--- src/rtl/syscon_pkg.sv ---
package syscon_pkg;
  localparam int NREG     = 5;
  localparam int IDX_PWR  = 0;
  localparam int IDX_CLK  = 1;
  localparam int IDX_HALT = 2;
  localparam int IDX_STBY = 3;
  localparam int IDX_DEV  = 4;
  // registers that need the unlock key
  localparam logic [NREG-1:0] PROT_MASK = 5'b10010;
endpackage

--- src/rtl/syscon_decode.sv ---
module syscon_decode
  import syscon_pkg::*;
#(
  parameter int              ADDR_W   = 8,
  parameter logic [ADDR_W-1:0] PWR_OFS  = 8'h00,
  parameter logic [ADDR_W-1:0] CLK_OFS  = 8'h04,
  parameter logic [ADDR_W-1:0] HALT_OFS = 8'h08,
  parameter logic [ADDR_W-1:0] STBY_OFS = 8'h0C,
  parameter logic [ADDR_W-1:0] DEV_OFS  = 8'h80,
  parameter logic [ADDR_W-1:0] LOCK_OFS = 8'hC0
) (
  input  logic [ADDR_W-1:0] addr_i,
  output logic [NREG-1:0]   hit_o,
  output logic              lock_hit_o
);
  localparam logic [ADDR_W-1:0] OFS_TAB [NREG] =
    '{PWR_OFS, CLK_OFS, HALT_OFS, STBY_OFS, DEV_OFS};

  for (genvar i = 0; i < NREG; i++) begin : g_hit
    assign hit_o[i] = (addr_i == OFS_TAB[i]);
  end

  assign lock_hit_o = (addr_i == LOCK_OFS);
endmodule

--- src/rtl/syscon_lock.sv ---
module syscon_lock (
  input  logic clk_i,
  input  logic rst_ni,
  input  logic access_i,
  input  logic key_wr_i,
  input  logic prot_wr_i,
  output logic unlocked_o,
  output logic denied_o
);
  always_ff @(posedge clk_i or negedge rst_ni) begin
    if (!rst_ni) begin
      unlocked_o <= 1'b0;
      denied_o   <= 1'b0;
    end else begin
      // one-shot: every access re-arms or drops the unlock
      if (access_i) unlocked_o <= key_wr_i;
      if (prot_wr_i && !unlocked_o) denied_o <= 1'b1;
    end
  end


  key_opens_chk: assert property (@(posedge clk_i) disable iff (!rst_ni)
    key_wr_i |=> unlocked_o);

  consume_chk: assert property (@(posedge clk_i) disable iff (!rst_ni)
    (access_i && !key_wr_i) |=> !unlocked_o);

  idle_hold_chk: assert property (@(posedge clk_i) disable iff (!rst_ni)
    !access_i |=> $stable(unlocked_o));

  denied_sticky_chk: assert property (@(posedge clk_i) disable iff (!rst_ni)
    denied_o |=> denied_o);
endmodule

--- src/rtl/syscon_regfile.sv ---
module syscon_regfile
  import syscon_pkg::*;
#(
  parameter int DATA_W = 32
) (
  input  logic                         clk_i,
  input  logic                         rst_ni,
  input  logic                         wr_i,
  input  logic [NREG-1:0]              hit_i,
  input  logic                         unlocked_i,
  input  logic [DATA_W-1:0]            wdata_i,
  output logic [NREG-1:0][DATA_W-1:0]  regs_o
);
  logic [NREG-1:0] wen;

  for (genvar i = 0; i < NREG; i++) begin : g_wen
    if (PROT_MASK[i]) begin : g_prot
      assign wen[i] = wr_i && hit_i[i] && unlocked_i;
    end else begin : g_open
      assign wen[i] = wr_i && hit_i[i];
    end
  end

  always_ff @(posedge clk_i or negedge rst_ni) begin
    if (!rst_ni) begin
      regs_o <= '0;
    end else begin
      for (int i = 0; i < NREG; i++) begin
        if (wen[i]) regs_o[i] <= wdata_i;
      end
    end
  end


  locked_dev_hold_chk: assert property (@(posedge clk_i) disable iff (!rst_ni)
    (wr_i && hit_i[IDX_DEV] && !unlocked_i) |=> $stable(regs_o[IDX_DEV]));

  locked_clk_hold_chk: assert property (@(posedge clk_i) disable iff (!rst_ni)
    (wr_i && hit_i[IDX_CLK] && !unlocked_i) |=> $stable(regs_o[IDX_CLK]));

  open_wr_chk: assert property (@(posedge clk_i) disable iff (!rst_ni)
    (wr_i && hit_i[IDX_HALT]) |=> regs_o[IDX_HALT] == $past(wdata_i));
endmodule

--- src/rtl/syscon_rst_pulse.sv ---
module syscon_rst_pulse (
  input  logic clk_i,
  input  logic rst_ni,
  input  logic level_i,
  output logic pulse_o
);
  logic last_q;

  always_ff @(posedge clk_i or negedge rst_ni) begin
    if (!rst_ni) last_q <= 1'b0;
    else         last_q <= level_i;
  end

  // falling edge of the stored bit, built from flops only
  assign pulse_o = last_q & ~level_i;


  single_pulse_chk: assert property (@(posedge clk_i) disable iff (!rst_ni)
    pulse_o |=> !pulse_o);
endmodule

--- src/rtl/syscon_ctrl.sv ---
module syscon_ctrl
  import syscon_pkg::*;
#(
  parameter int                ADDR_W   = 8,
  parameter int                DATA_W   = 32,
  parameter logic [DATA_W-1:0] KEY      = 32'h0000_00AA,
  parameter logic [ADDR_W-1:0] PWR_OFS  = 8'h00,
  parameter logic [ADDR_W-1:0] CLK_OFS  = 8'h04,
  parameter logic [ADDR_W-1:0] HALT_OFS = 8'h08,
  parameter logic [ADDR_W-1:0] STBY_OFS = 8'h0C,
  parameter logic [ADDR_W-1:0] DEV_OFS  = 8'h80,
  parameter logic [ADDR_W-1:0] LOCK_OFS = 8'hC0,
  parameter int                COP_BIT  = 23,
  parameter int                RST_BIT  = 31,
  parameter int                UART_BIT = 29,
  parameter int                USB_BIT  = 28
) (
  input  logic              clk_i,
  input  logic              rst_ni,
  input  logic              req_i,
  input  logic              we_i,
  input  logic [ADDR_W-1:0] addr_i,
  input  logic [DATA_W-1:0] wdata_i,
  output logic [DATA_W-1:0] rdata_o,
  output logic              cop_en_o,
  output logic              sys_rst_o,
  output logic              uart_clk_sel_o,
  output logic              usb_clk_en_o,
  output logic              denied_o
);
  logic [NREG-1:0]             hit;
  logic                        lock_hit;
  logic                        unlocked;
  logic                        wr;
  logic                        key_wr;
  logic                        prot_wr;
  logic [NREG-1:0][DATA_W-1:0] regs;

  assign wr      = req_i && we_i;
  assign key_wr  = wr && lock_hit && (wdata_i == KEY);
  assign prot_wr = wr && |(hit & PROT_MASK);

  syscon_decode #(
    .ADDR_W(ADDR_W), .PWR_OFS(PWR_OFS), .CLK_OFS(CLK_OFS), .HALT_OFS(HALT_OFS),
    .STBY_OFS(STBY_OFS), .DEV_OFS(DEV_OFS), .LOCK_OFS(LOCK_OFS)
  ) u_decode (
    .addr_i     (addr_i),
    .hit_o      (hit),
    .lock_hit_o (lock_hit)
  );

  syscon_lock u_lock (
    .clk_i      (clk_i),
    .rst_ni     (rst_ni),
    .access_i   (req_i),
    .key_wr_i   (key_wr),
    .prot_wr_i  (prot_wr),
    .unlocked_o (unlocked),
    .denied_o   (denied_o)
  );

  syscon_regfile #(.DATA_W(DATA_W)) u_regfile (
    .clk_i      (clk_i),
    .rst_ni     (rst_ni),
    .wr_i       (wr),
    .hit_i      (hit),
    .unlocked_i (unlocked),
    .wdata_i    (wdata_i),
    .regs_o     (regs)
  );

  syscon_rst_pulse u_rst_pulse (
    .clk_i   (clk_i),
    .rst_ni  (rst_ni),
    .level_i (regs[IDX_DEV][RST_BIT]),
    .pulse_o (sys_rst_o)
  );

  always_comb begin
    rdata_o = '0;
    if (req_i && !we_i) begin
      for (int i = 0; i < NREG; i++) begin
        if (hit[i]) rdata_o = rdata_o | regs[i];
      end
      if (lock_hit) rdata_o[0] = unlocked;
    end
  end

  assign cop_en_o       = regs[IDX_DEV][COP_BIT];
  assign uart_clk_sel_o = regs[IDX_CLK][UART_BIT];
  assign usb_clk_en_o   = regs[IDX_CLK][USB_BIT];


  cop_follow_chk: assert property (@(posedge clk_i) disable iff (!rst_ni)
    (wr && hit[IDX_DEV] && unlocked) |=> cop_en_o == $past(wdata_i[COP_BIT]));

  rst_source_chk: assert property (@(posedge clk_i) disable iff (!rst_ni)
    (wr && hit[IDX_DEV] && unlocked && regs[IDX_DEV][RST_BIT] && !wdata_i[RST_BIT])
      |=> sys_rst_o);

  clk_locked_hold_chk: assert property (@(posedge clk_i) disable iff (!rst_ni)
    (wr && hit[IDX_CLK] && !unlocked) |=> $stable({uart_clk_sel_o, usb_clk_en_o}));

  idle_rdata_chk: assert property (@(posedge clk_i) disable iff (!rst_ni)
    !req_i |-> rdata_o == '0);
endmodule

--- config.mk ---
export PLATFORM = sky130hd
export DESIGN_NAME = syscon_ctrl
export DESIGN_NICKNAME = d
export VERILOG_FILES = /design/src/rtl/syscon_pkg.sv /design/src/rtl/syscon_decode.sv /design/src/rtl/syscon_lock.sv /design/src/rtl/syscon_regfile.sv /design/src/rtl/syscon_rst_pulse.sv /design/src/rtl/syscon_ctrl.sv
export SDC_FILE = /design/constraint.sdc
export NUM_CORES = 1
export LEC_CHECK = 0
export BUFFER_PORTS_ARGS = -buffer_cell sky130_fd_sc_hd__buf_2
export CORE_MARGIN = 5
export CORE_UTILIZATION = 52
export CTS_BUF_LIST = sky130_fd_sc_hd__clkbuf_4 sky130_fd_sc_hd__clkbuf_8
export DETAILED_ROUTE_END_ITERATION = 7
export PLACE_DENSITY_LB_ADDON = 0.1
export RECOVER_POWER = 25
export SYNTH_ARGS = -nofsm -noshare
export SYNTH_HDL_FRONTEND = slang
export SYNTH_SLANG_ARGS = --single-unit
export TNS_END_PERCENT = 20
--- constraint.sdc ---
create_clock -name clk_i -period 2.4 [get_ports clk_i]
set_clock_uncertainty 0.1 [all_clocks]
set_input_delay 0.36 -clock clk_i [delete_from_list [all_inputs] [get_ports clk_i]]
set_output_delay 0.36 -clock clk_i [all_outputs]
set_load 0.02 [all_outputs]
Word-level counts from Yosys, hierarchy flattened
Index checks and enable logic that the tools add are counted.
{"block": "op_classes", "reduce_logical": 17, "n_eq_ne": 6, "bitwise_logic": 6, "muxes": 11}
{"op": "32-bit two-way mux", "count": 10}
{"op": "32-bit OR", "count": 4}
{"op": "32-bit by 8-bit equality test with 1-bit output, second input constant", "count": 1}
{"op": "8-bit by 4-bit equality test with 1-bit output, second input constant", "count": 2}
{"op": "8-bit equality test, second input constant", "count": 2}
{"op": "1-bit logical AND", "count": 13}
{"op": "8-bit by 3-bit equality test with 1-bit output, second input constant", "count": 1}
{"op": "8-bit logical NOT", "count": 1}
{"op": "1-bit logical NOT", "count": 2}
{"op": "2-bit OR reduction", "count": 1}
{"op": "1-bit bitwise AND", "count": 1}
{"op": "1-bit two-way mux", "count": 1}
{"op": "1-bit inverter", "count": 1}
{"block": "totals", "wordCells": 48, "out_inout_bits": 37, "ff_bits": 163, "inputBits": 44}

Logic depth before layout (Yosys ltp)
{"block": "depth", "word_depth": 16, "mapped_depth": 7, "depth_no_buf": 4}

Modules after synthesis
From an unflattened synthesis, not the netlist that was laid out.
{"block": "hier_totals", "hier_cells": 493, "area_unflattened_um2": 7016.7}
{"module": "syscon_regfile", "area_each_um2": 5901.9, "cells_per_inst": 340, "seq_area_each_um2": 4003.8, "n_inst": 1}
{"module": "syscon_ctrl", "area_each_um2": 922.1, "cells_per_inst": 132, "seq_area_each_um2": 0.0, "n_inst": 1}
{"module": "syscon_decode", "area_each_um2": 83.8, "cells_per_inst": 13, "seq_area_each_um2": 0.0, "n_inst": 1}
{"module": "syscon_lock", "area_each_um2": 70.1, "cells_per_inst": 6, "seq_area_each_um2": 50.0, "n_inst": 1}
{"module": "syscon_rst_pulse", "area_each_um2": 38.8, "cells_per_inst": 2, "seq_area_each_um2": 25.0, "n_inst": 1}

Least setup slack after synthesis
Ideal clock, no wire load.
{"block": "synth_path", "path_type": "in2out", "from": "input port addr_i[1]", "to": "output port rdata_o[10]", "path_stages": 5, "required_time_ps": 1940, "path_buffers": 1, "t_arrival_ps": 2048, "path_slack_ps": -108, "cell_sequence": "or4_1 > nor3_1 > clkbuf_1 > a22oi_1 > a21oi_1"}
{"block": "synth_via", "elab_chain_cells": 15, "word_cells_on_any_way": 19, "cone_classes": "4 x eq/ne; 10 x mux; 4 x bitwise; 1 x reduce/logical"}
{"item": "from (decl)", "line": "syscon_ctrl.sv:22", "text": "input logic [ADDR_W-1:0] addr_i,"}
{"item": "8-bit logical NOT", "line": "syscon_decode.sv:20", "text": "assign hit_o[i] = (addr_i == OFS_TAB[i]);"}
{"item": "32-bit two-way mux", "line": "syscon_ctrl.sv:83", "text": "if (hit[i]) rdata_o = rdata_o | regs[i];"}
{"item": "32-bit two-way mux", "line": "syscon_ctrl.sv:81", "text": "if (req_i && !we_i) begin"}
{"item": "32-bit OR", "line": "syscon_ctrl.sv:83"}
{"item": "32-bit two-way mux", "line": "syscon_ctrl.sv:83"}
{"item": "32-bit two-way mux", "line": "syscon_ctrl.sv:81"}
{"item": "32-bit OR", "line": "syscon_ctrl.sv:83"}
{"item": "32-bit two-way mux", "line": "syscon_ctrl.sv:83"}
{"item": "32-bit two-way mux", "line": "syscon_ctrl.sv:81"}
{"item": "32-bit OR", "line": "syscon_ctrl.sv:83"}
{"item": "32-bit two-way mux", "line": "syscon_ctrl.sv:83"}
{"item": "32-bit two-way mux", "line": "syscon_ctrl.sv:81"}
{"item": "32-bit OR", "line": "syscon_ctrl.sv:83"}
{"item": "32-bit two-way mux (*)", "line": "syscon_ctrl.sv:83"}
{"item": "32-bit two-way mux (*)", "line": "syscon_ctrl.sv:81"}
{"item": "to (decl)", "line": "syscon_ctrl.sv:24", "text": "output logic [DATA_W-1:0] rdata_o,"}
Mark *: on every way between the ends. The rest lies on a longest branch, timed or not. The select of a mux whose other input is x is not followed.

Worst setup path after layout
{"block": "layout_path", "from": "input port addr_i[0]", "to": "output port rdata_o[0]"}
{"block": "layout_via", "elab_chain_cells": 16, "word_cells_on_any_way": 21, "cone_classes": "5 x eq/ne; 11 x mux; 4 x bitwise; 1 x reduce/logical"}
{"item": "8-bit logical NOT", "line": "syscon_decode.sv:20"}
{"item": "32-bit two-way mux", "line": "syscon_ctrl.sv:83"}
{"item": "32-bit two-way mux", "line": "syscon_ctrl.sv:81"}
{"item": "32-bit OR", "line": "syscon_ctrl.sv:83"}
{"item": "32-bit two-way mux", "line": "syscon_ctrl.sv:83"}
{"item": "32-bit two-way mux", "line": "syscon_ctrl.sv:81"}
{"item": "32-bit OR", "line": "syscon_ctrl.sv:83"}
{"item": "32-bit two-way mux", "line": "syscon_ctrl.sv:83"}
{"item": "32-bit two-way mux", "line": "syscon_ctrl.sv:81"}
{"item": "32-bit OR", "line": "syscon_ctrl.sv:83"}
{"item": "32-bit two-way mux", "line": "syscon_ctrl.sv:83"}
{"item": "32-bit two-way mux", "line": "syscon_ctrl.sv:81"}
{"item": "32-bit OR", "line": "syscon_ctrl.sv:83"}
{"item": "32-bit two-way mux", "line": "syscon_ctrl.sv:83"}
{"item": "1-bit two-way mux (*)", "line": "syscon_ctrl.sv:85", "text": "if (lock_hit) rdata_o[0] = unlocked;"}
{"item": "32-bit two-way mux (*)", "line": "syscon_ctrl.sv:81"}
Marks and branches as above.

==> reports/results.ini <==
[critical_path]
crit_chain = buf_6 > or4_4 > nor3_4 > buf_4 > buf_6 > nor2b_4 > o221a_4 > buf_6
cp.required_ps = 1940
crit_fanout = 5
critPathArrivalTime_ps = 1930
crit_family = simple AND/OR/NAND/NOR gates
slowest_delay_ps = 550
slowest_stage = or4_4
rr_worst_depth = 5
worstPathBufferInverterCount = 4
crit_cells = 8
end_kind = output port
path_common_cell = buf_6
criticalPathCategory = in2out
startpoint_type = input pin

[logic_synthesis]
ys_seq_area_share_pct = 54.6
netlist-cell-type-count = 33
syn-cell-area_mm2 = 0.00746
postSynthNetCount = 606
synth_edf_count = 0
ys_ff_latch = 163
async_flop_share_pct = 100
synth_most_common_cell = mux2_2
ys_top_cells_by_count = mux2_2 (191), dfrtp_1 (163), nand2_1 (32)
yosysWarnings = 0
synthTopCellsByArea = dfrtp_1 (55%), mux2_2 (29%), a22o_1 (3.6%), a22oi_1 (2.9%), a21oi_1 (2.0%)
synth_area_leader_cell = dfrtp_1
synthCells = 562
avgSynthCellArea_um2 = 13.3
synth_flop_cell = dfrtp_1
synth_top_area_share_pct = 54.6

[clock_tree]
clkTransAtPathRegs_ps = 80
cts_tree = yes
cts_num_sinks = 163
cts_buffers = 17
clk_latency_ps = 450
cts_buffer_depth = 2
htreeDepth = 4
root_buffer = clkbuf_8

[timing]
slew_violations = 61
rsz0062_at_grt = yes
finalSetupTns_ps = 0
whs_ps = 75.5
min_period_ps = 2390
finalSetupViolCount = 0
setup_ws_ps = 12.0
relSlewSlack_pct = -2.65
hold_violations = 0
worstMarginPinSlew_ps = 1540
fmax_ghz = 0.419
period_share_pct = 99.5

[place]
place_inst = 819
place_ws_ps = -49.2
gp_congestion = 0.770
dp_hpwl_mm = 12.5
portBuffers = 80

[pwr]
powerDensity_mw_per_mm2 = 587
ir_worst_vdd_mv = 0.297
leakage_uw = 0.00445

[detailed_routing]
dr.pass1.iters = 4
vias_per_cell = 5.89
vias = 5058
detail-route-antenna-nets = 0
route.detailed.drc = 0
drt_iter0_markers = 326
avgRoutedWirePerCell_um = 22.1
wl_mm = 19.0

[min_path]
hp-class = in2reg
min_path_cells = 2

[grt]
track_usage_pct = 24.2
grt_remaining_overflow = 0
grt_max_degree = 61
antenna_found_initial = 2
grt_pass1_wl_mm = 31.1
grt_pass1_vias = 5714

[die]
die_w_um = 130
core.rowCount = 43
die_h_um = 130
die_area_mm2 = 0.0169
fp.coreArea_mm2 = 0.0140
ioPinCount = 81
initial_core_util_pct = 53.4

[layout]
num-fill-cells = 1111
nNetsFinal = 709
instances_no_fill = 859
syn2layout_area_growth_pct = 19.9
drive_gt1_share_pct = 55.5
final_core_util_pct = 64.0

[run]
max_cap_viol_count = 1

[run_status]
status = complete, but fails checks
violations = capacitance limit, slew limit

[cell families after synthesis]
logic type / Yosys count / share of synthesized area [%]
muxes: 192 / 29.0
AOI/OAI and AO/OA: 97 / 9.40
buffers and inverters: 45 / 2.58
and+or+nand+nor: 65 / 4.41
DFF: 163 / 54.6
[cells in the final DEF (no fill, tap or decap), drive strengths merged, types with 2 or more instances in the layout]
master,netlist,final
nor2,6,6
clkbuf,25,26
clkinv,0,3
inv,3,3
a21oi,30,30
dfrtp,163,163
nand2,32,32
nor4b,2,2
a22oi,29,29
nand4,2,2
a222oi,3,3
nor2b,3,3
buf,17,122
nor4,6,6
a22o,31,31
mux2,192,192
bufinv,0,3
or4,2,2
and3,3,3
nand3,3,3
clkinvlp,0,3
[repair_timing]
action                     CTS  global route
hold endpoints to repair    55             0
setup buffers                4             1
resized for setup           19            11
hold buffers                 1             0
pin swaps                    4             3
cloned                       2             0
setup endpoints to repair    4            32
[layer usage]
metal | share of wire [%] | wire length (um) | global-route usage, % | up-vias
met3 | 4.9 | 933 | 4.50 | 24
met1 | 44 | 8380 | 32.3 | 2628
met2 | 49 | 9360 | 40.7 | 115
met5 | 0.037 | 7 | 0 | -
met4 | 1.6 | 312 | 7.27 | 2
li1 | - | - | - | 2289
[power breakdown]
group / leakage, uW / internal (uW) / total [uW] / switching [uW]
clock network: 0.000212 / 1140 / 2120 / 976
logic: 0.00197 / 122 / 323 / 201
registers: 0.00226 / 2790 / 2810 / 21.6
total: 0.00445 / 4050 / 5250 / 1200
[state kept, by name, summed over array words and instances (netlist names)]
signal / flops
u_rst_pulse.last_q: 1
u_lock.unlocked_o: 1
u_lock.denied_o: 1
u_regfile.regs_o: 160
[through the flow]
stage,area [um2],power (uW)
global placement,8380,3170
finish,8950,5250
CTS,8950,5310
detailed placement,8380,3190
floorplan,7550,2980
global route,8950,5450
[final cells by class]
type / count / area (um2) / share of cell area, %
Clock buffer: 23 / 298 / 3.33
Tap cell: 180 / 225 / 2.52
Antenna cell: 1 / 2.50 / 0.0280
Sequential cell: 163 / 4080 / 45.6
Multi-Input combinational cell: 354 / 3310 / 37.0
Inverter: 3 / 11.3 / 0.126
Timing Repair Buffer: 126 / 892 / 9.97
Clock inverter: 9 / 128 / 1.43
[path summary, 6_finish.rpt]
kind / from / to / slack [ps]
setup / recovery: addr_i[0] / rdata_o[0] / 10
hold / removal: req_i / u_lock.unlocked_o$_DFFE_PN0P_ / 80
setup reg to reg: u_lock.unlocked_o$_DFFE_PN0P_ / u_regfile.regs_o[136]$_DFFE_PN0P_ / 660
hold reg to reg: u_regfile.regs_o[159]$_DFFE_PN0P_ / u_rst_pulse.last_q$_DFF_PN0_ / 340
max in group asynchronous: rst_ni / u_regfile.regs_o[91]$_DFFE_PN0P_ / 340
min in group asynchronous: rst_ni / u_regfile.regs_o[31]$_DFFE_PN0P_ / 710
(Power assumes the default switching activity.)
